[src/rtl/sc_alu_pkg.sv]
package sc_alu_pkg;

    localparam logic [2:0] OP_MUL  = 3'd0;
    localparam logic [2:0] OP_MIN  = 3'd1;
    localparam logic [2:0] OP_MAX  = 3'd2;
    localparam logic [2:0] OP_ADIF = 3'd3;
    localparam logic [2:0] OP_ADD  = 3'd4;

    typedef enum logic [1:0] {
        ST_IDLE = 2'd0,
        ST_RUN  = 2'd1,
        ST_FIN  = 2'd2
    } sc_state_e;

    function automatic logic nor2(input logic x, input logic y);
        return ~(x | y);
    endfunction

    function automatic logic inv1(input logic x);
        return nor2(x, x);
    endfunction

    // Correlated generation only for min, max and absolute difference.
    function automatic logic needs_indep(input logic [2:0] code);
        return !(code == OP_MIN || code == OP_MAX || code == OP_ADIF);
    endfunction

endpackage

[src/rtl/sc_stream_src.sv]
module sc_stream_src #(
    parameter int W = 8
) (
    input  logic [W-1:0] idx,
    input  logic [W-1:0] val_a,
    input  logic [W-1:0] val_b,
    input  logic         indep,
    output logic         bit_a,
    output logic         bit_b
);
    logic [W-1:0] idx_rev;

    for (genvar g = 0; g < W; g++) begin : g_rev
        assign idx_rev[g] = idx[W-1-g];
    end

    logic [W-1:0] ref_b;
    assign ref_b = indep ? idx_rev : idx;

    assign bit_a = (val_a > idx);
    assign bit_b = (val_b > ref_b);
endmodule

[src/rtl/sc_flip_src.sv]
module sc_flip_src #(
    parameter int          LW   = 16,
    parameter logic [LW-1:0] SEED = 16'hACE1
) (
    input  logic          clk,
    input  logic          rst_n,
    input  logic [LW-1:0] thresh,
    output logic          hit
);
    logic [LW-1:0] lfsr_q;
    logic          fb;

    // x^16 + x^14 + x^13 + x^11 + 1, maximal length
    assign fb = lfsr_q[LW-1] ^ lfsr_q[LW-3] ^ lfsr_q[LW-4] ^ lfsr_q[LW-6];

    always_ff @(posedge clk) begin
        if (!rst_n) lfsr_q <= SEED;
        else        lfsr_q <= {lfsr_q[LW-2:0], fb};
    end

    assign hit = (lfsr_q <= thresh);
endmodule

[src/rtl/sc_nor_net.sv]
module sc_nor_net
    import sc_alu_pkg::*;
(
    input  logic       xa,
    input  logic       xb,
    input  logic [2:0] op,
    output logic       y
);
    logic na, nb, g_nor, g_and, g_or, g_xor;

    always_comb begin
        na    = inv1(xa);
        nb    = inv1(xb);
        g_nor = nor2(xa, xb);
        g_and = nor2(na, nb);
        g_or  = inv1(g_nor);
        g_xor = nor2(g_nor, g_and);
    end

    always_comb begin
        unique case (op)
            OP_MIN:          y = g_and;
            OP_MAX, OP_ADD:  y = g_or;
            OP_ADIF:         y = g_xor;
            default:         y = g_and;
        endcase
    end
endmodule

[src/rtl/sc_stream_alu.sv]
module sc_stream_alu
    import sc_alu_pkg::*;
#(
    parameter int W  = 8,
    parameter int LW = 16
) (
    input  logic          clk,
    input  logic          rst_n,
    input  logic          start,
    input  logic [2:0]    op,
    input  logic [W-1:0]  opnd_a,
    input  logic [W-1:0]  opnd_b,
    input  logic          flt_in_en,
    input  logic          flt_gate_en,
    input  logic [LW-1:0] flt_thresh,
    output logic          busy,
    output logic          done,
    output logic [W-1:0]  result
);
    localparam int CW = W + 1;

    sc_state_e     state_q, state_d;
    logic [W-1:0]  idx_q, a_q, b_q, res_q;
    logic [2:0]    op_q;
    logic [CW-1:0] acc_q, acc_nxt;
    logic          last_idx;
    logic          sa, sb, fa, fb, gy, gy_f, hit;

    sc_stream_src #(.W(W)) u_src (
        .idx   (idx_q),
        .val_a (a_q),
        .val_b (b_q),
        .indep (needs_indep(op_q)),
        .bit_a (sa),
        .bit_b (sb)
    );

    sc_flip_src #(.LW(LW)) u_flip (
        .clk    (clk),
        .rst_n  (rst_n),
        .thresh (flt_thresh),
        .hit    (hit)
    );

    assign fa = sa ^ (flt_in_en & hit);
    assign fb = sb ^ (flt_in_en & hit);

    sc_nor_net u_net (
        .xa (fa),
        .xb (fb),
        .op (op_q),
        .y  (gy)
    );

    assign gy_f     = gy ^ (flt_gate_en & hit);
    assign last_idx = (idx_q == {W{1'b1}});
    assign acc_nxt  = acc_q + {{(CW-1){1'b0}}, gy_f};

    // state register
    always_ff @(posedge clk) begin
        if (!rst_n) state_q <= ST_IDLE;
        else        state_q <= state_d;
    end

    // next state
    always_comb begin
        state_d = state_q;
        unique case (state_q)
            ST_IDLE: if (start)    state_d = ST_RUN;
            ST_RUN:  if (last_idx) state_d = ST_FIN;
            ST_FIN:                state_d = ST_IDLE;
            default:               state_d = ST_IDLE;
        endcase
    end

    // datapath
    always_ff @(posedge clk) begin
        if (!rst_n) begin
            idx_q <= '0;
            acc_q <= '0;
            a_q   <= '0;
            b_q   <= '0;
            op_q  <= OP_MUL;
            res_q <= '0;
        end else begin
            unique case (state_q)
                ST_IDLE: begin
                    if (start) begin
                        idx_q <= '0;
                        acc_q <= '0;
                        a_q   <= opnd_a;
                        b_q   <= opnd_b;
                        op_q  <= op;
                    end
                end
                ST_RUN: begin
                    idx_q <= idx_q + {{(W-1){1'b0}}, 1'b1};
                    acc_q <= acc_nxt;
                    if (last_idx)
                        res_q <= acc_nxt[CW-1] ? {W{1'b1}} : acc_nxt[W-1:0];
                end
                default: ;
            endcase
        end
    end

    // outputs
    always_comb begin
        busy   = (state_q == ST_RUN);
        done   = (state_q == ST_FIN);
        result = res_q;
    end
endmodule

[config.mk]
export PLATFORM = sky130hd
export DESIGN_NAME = sc_stream_alu
export DESIGN_NICKNAME = d
export VERILOG_FILES = /design/src/rtl/sc_alu_pkg.sv /design/src/rtl/sc_stream_src.sv /design/src/rtl/sc_flip_src.sv /design/src/rtl/sc_nor_net.sv /design/src/rtl/sc_stream_alu.sv
export SDC_FILE = /design/constraint.sdc
export NUM_CORES = 1
export LEC_CHECK = 0
export BUFFER_PORTS_ARGS = -buffer_cell sky130_fd_sc_hd__buf_2
export CAP_MARGIN = 25
export CORE_AREA = 2 2 85 87
export DETAILED_ROUTE_END_ITERATION = 6
export DIE_AREA = 0 0 87 89
export PLACE_DENSITY = 0.76
export SETUP_SLACK_MARGIN = 0.15
export SYNTH_ARGS = -nofsm -noshare
export SYNTH_HDL_FRONTEND = slang
export SYNTH_SLANG_ARGS = --single-unit
export TNS_END_PERCENT = 20
[constraint.sdc]
create_clock -name clk -period 4.25 [get_ports clk]
set_clock_uncertainty 0.15 [all_clocks]
set_input_delay 0.2125 -clock clk [delete_from_list [all_inputs] [get_ports clk]]
set_output_delay 0.2125 -clock clk [all_outputs]
set_load 0.01 [all_outputs]
==> impl_summary.log <==
[metrics] Die ar.: 7743 um^2
[metrics] Net count, final: around 570
[metrics] post-route minimum period: between 4 and 5 ns
[metrics] Num CTS Buffers: 9
[metrics] final routed DRC violation total: 0
[metrics] routed wire length per instance: around 14 um
[metrics] number of different library cells in the post-synthesis netlist: 46
[metrics] setup repair after global routing missed its margin: yes
[metrics] share of Yosys cell area claimed by the top area cell type: between 30 and 40%
[metrics] via count of the first global-routing pass: 3020
[metrics] overall routing resource usage: about 22%
[metrics] flip-flop cell with the highest count after synthesis: sky130_fd_sc_hd__dfxtp_1
[metrics] CTS sink cnt: 62
[metrics] Clock Latency Late Sink: approximately 0.35 ns
[metrics] pre-CTS setup slack: -0.1315 ns
[metrics] CP max FO: 7
[metrics] Syn Std Cell Area: approximately 3500 um^2
[metrics] final hold violations: 0
[metrics] number of detailed-route iterations in the first pass: 4
[metrics] Achievable Freq: between 0.2 and 0.25 GHz
[metrics] power share of the clock group: about 37%
[metrics] count of flip-flops with a built-in enable after synthesis: 0
[metrics] number of vias after detailed routing: around 3100
[metrics] Worst path max stage delay: about 0.33 ns
[metrics] buffer cell driving the clock tree root: sky130_fd_sc_hd__clkbuf_8
[metrics] Slew @ Worst Pin: around 0.95 ns
[metrics] classification of the worst setup path: reg2reg
[metrics] post-route ant nets: 0
[metrics] Net Sw Power: 0.0004163 W
[metrics] Synth Area per Inst: between 8 and 9 um^2
[metrics] input/output buffers: roughly 50
[metrics] leading cell types by total area after synthesis: sky130_fd_sc_hd__dfxtp_1 36%, sky130_fd_sc_hd__ha_1 13%, sky130_fd_sc_hd__nand2_1 6.5%
[metrics] clk buf depth: 2
[metrics] number of top-level pins: 50
[metrics] classification of the worst-slack hold path: reg2reg
[metrics] Yosys warnings: 0
[metrics] worst-case headroom to the max-slew limit: a little under two fifths
[metrics] Internal Power: 0.001097 W
[metrics] synthesized flop and latch total: 62
[metrics] clk slew on worst S/H paths: 0.07 ns
[metrics] sequential share of power: between 40% and 50%
[metrics] Max H-tree Level: 3
[metrics] data required time of the critical path: 4.32 ns
[metrics] leading area contributor after synthesis: sky130_fd_sc_hd__dfxtp_1
[metrics] share of the clock period used by the worst path after layout: 102.6%
[metrics] total of max-cap violations: 0
[metrics] CP arrival: 4.43 ns
[metrics] switching power share of the total: 27.52%
[metrics] overall routed net length: ~8.2 mm
[metrics] final worst setup slack: -0.1112 ns
[metrics] Slowest-stage cell, CP: sky130_fd_sc_hd__dfxtp_2
[metrics] synthesized netlist net count: between 400 and 500
[metrics] number of pins with negative max-slew slack in the final report: 0
[metrics] wire length of the first global-routing pass: 13.39 mm
[metrics] FP Rows: 30
[metrics] cells along the critical path: o21bai_4 > buf_12 > buf_16 > nor2_2 > a21oi_1 > ha_1 > and4_4 > o21ai_2 > a32oi_2 > xnor2_1 > ha_1 > nand3b_1 > o21ai_2 > nand2_2 > o311ai_4 > xnor2_1 > ha_2 > ha_4 > and3_4 > and3_4 > buf_4 > o311ai_0 > a21boi_0
[metrics] Comb power frac: between 20% and 30%
[metrics] top cells by instance count after synthesis: 62 x sky130_fd_sc_hd__dfxtp_1, 60 x sky130_fd_sc_hd__nand2_1, 37 x sky130_fd_sc_hd__ha_1, 32 x sky130_fd_sc_hd__inv_1, 25 x sky130_fd_sc_hd__a21boi_0
[metrics] dominant cell by count in the synthesized netlist: sky130_fd_sc_hd__dfxtp_1
[metrics] # diodes: 0
[metrics] post-route setup TNS: -0.7268 ns
[metrics] Top delay family on crit path: compound AO/OA/AOI/OAI gates
[metrics] Gate Count Post-Synth: between 400 and 500
[metrics] critical path startpoint category: flop
[metrics] layout cells sized above 1: around a quarter
[metrics] Pleak: 1.978 nW
[metrics] TritonCTS clock tree: done
[metrics] number of DRC violations after detailed-routing iteration 0: between 150 and 200
[metrics] initial antenna violation count: 0
[metrics] height of the die: between 80 and 90 um
[metrics] maximum vdd ir drop: 0.0002006 V
[metrics] Final Power: between 0.0015 and 0.002 W
[metrics] post-synthesis to final-layout area growth: 30.77%
[metrics] result of the run: finished, violations left
[metrics] fraction of synthesis flops using an asynchronous set or reset pin: 0%
[metrics] sequential element share of the synthesized area: 35.92%
[metrics] CP Buf/Inv Count: 3
[metrics] initial core utilization: approximately 51%
[metrics] placed wire-length estimate: roughly 5.2 mm
[metrics] core region area: around 6700 um^2
[metrics] Worst setup EP type: flop
[metrics] Power per Cell Area: between 300 and 400 nW/um^2
[metrics] width of the chip: 87 um
[metrics] Congestion Overflow GR: 0
[metrics] maximum number of pins on one net before global-route repair: 63
[metrics] violated checks: setup timing
[metrics] Setup violations, final: 10
[metrics] final estimated routing congestion in global placement: 0.8112
[metrics] via density per instance: roughly 5.4
-- registers in the layout, summed over array words and instances (netlist names) --
name / count
u_flip.lfsr_q: 16
acc_q: 9
a_q: 8
b_q: 8
idx_q: 8
result: 8
op_q: 3
state_q: 2
-- cells in the final DEF (no fill, tap or decap), types with 7 or more instances in the layout --
cell	count
sky130_fd_sc_hd__a21boi_0	25
sky130_fd_sc_hd__nand2b_1	9
sky130_fd_sc_hd__inv_1	32
sky130_fd_sc_hd__xnor2_1	11
sky130_fd_sc_hd__nand3_1	10
sky130_fd_sc_hd__buf_4	16
sky130_fd_sc_hd__nor2b_1	10
sky130_fd_sc_hd__clkbuf_8	13
sky130_fd_sc_hd__nand2_1	59
sky130_fd_sc_hd__buf_2	49
sky130_fd_sc_hd__and2_1	11
sky130_fd_sc_hd__nor2_1	14
sky130_fd_sc_hd__a21oi_1	16
sky130_fd_sc_hd__dfxtp_1	60
sky130_fd_sc_hd__o21ai_0	20
sky130_fd_sc_hd__ha_1	32
sky130_fd_sc_hd__a31oi_1	7
sky130_fd_sc_hd__dlygate4sd3_1	19
-- layer usage --
| metal | vias to the layer above | wire [um] | share of wire [%] | global-route usage [%] |
|---|---|---|---|---|
| met5 | - | 0 | 0 | 0 |
| met4 | 0 | 170 | 2.1 | 9.375 |
| met3 | 15 | 337 | 4.1 | 4.801 |
| met2 | 72 | 4094 | 50 | 38.10 |
| met1 | 1469 | 3613 | 44 | 26.83 |
| li1 | 1578 | - | - | - |
-- path summary, 6_finish.rpt --
kind               startpoint               end  slack (ns)  cells after the start
max reg2reg           op_q[2]         result[6]       -0.11                     23
min          u_flip.lfsr_q[6]  u_flip.lfsr_q[7]        0.30                      1
max                   op_q[2]         result[6]       -0.11                     23
min reg2reg  u_flip.lfsr_q[6]  u_flip.lfsr_q[7]        0.30                      1
-- cell type report --
type                       instances  area, um^2
multi-input combinational        302        2207
tap                               80       100.1
sequential                        62        1246
inverter                          33       123.9
fill                             543        2200
clock inverter                     3       40.04
clock buffer                      13       178.9
timing repair buffer              87       623.1
-- stage by stage --
stage / instances / cell area, um^2 / utilization [%] / hold WS (ns)
finish: 580 / 4519 / 67.26 / 0.2996
global route: 580 / 4519 / 67.26 / 0.3167
detailed placement: 535 / 3839 / 57.13 / 0.2819
floorplan: 413 / 3488 / - / 0.1355
global placement: 535 / 3839 / 57.13 / 0.2805
CTS: 579 / 4451 / 66.24 / 0.2990
-- what timing repair did --
action | in CTS | in global routing
hold endpoints to repair | 19 | 0
resized for setup | 23 | 17
hold buffers | 19 | 0
gates cloned | 1 | 0
pin swaps | 20 | 21
setup buffers | 8 | 1
endpoints found under the setup margin | 12 | 15
-- power by group through the flow --
stage,logic (W),clock network [W],registers [W]
floorplan,0.000184,0,0.000632
global placement,0.000241,0,0.000635
detailed placement,0.000251,0,0.000635
CTS,0.000311,0.000571,0.000623
global route,0.000361,0.000601,0.000626
finish,0.000324,0.000566,0.000623
-- worst reg2reg max path, cell delays in order (launching register included) --
cell and delay (ns):
sky130_fd_sc_hd__dfxtp_2 0.33, sky130_fd_sc_hd__o21bai_4 0.19, sky130_fd_sc_hd__buf_12 0.14, sky130_fd_sc_hd__buf_16 0.14, sky130_fd_sc_hd__nor2_2 0.10, sky130_fd_sc_hd__a21oi_1 0.06, sky130_fd_sc_hd__ha_1 0.28, sky130_fd_sc_hd__and4_4 0.24
sky130_fd_sc_hd__o21ai_2 0.06, sky130_fd_sc_hd__a32oi_2 0.22, sky130_fd_sc_hd__xnor2_1 0.17, sky130_fd_sc_hd__ha_1 0.26, sky130_fd_sc_hd__nand3b_1 0.10, sky130_fd_sc_hd__o21ai_2 0.07, sky130_fd_sc_hd__nand2_2 0.10, sky130_fd_sc_hd__o311ai_4 0.10
sky130_fd_sc_hd__xnor2_1 0.15, sky130_fd_sc_hd__ha_2 0.21, sky130_fd_sc_hd__ha_4 0.16, sky130_fd_sc_hd__and3_4 0.17, sky130_fd_sc_hd__and3_4 0.19, sky130_fd_sc_hd__buf_4 0.14, sky130_fd_sc_hd__o311ai_0 0.33, sky130_fd_sc_hd__a21boi_0 0.15
-- cells by family after synthesis --
family / after synthesis / synth area share (%)
xor+xnor: 16 / 4.055
mux: 1 / 0.3258
buf+inv: 49 / 5.467
compound gates: 98 / 18.47
fa+ha+maj: 37 / 13.40
simple gates: 150 / 22.38
flops: 62 / 35.92
No activity file was read; power rests on OpenSTA's default activity.
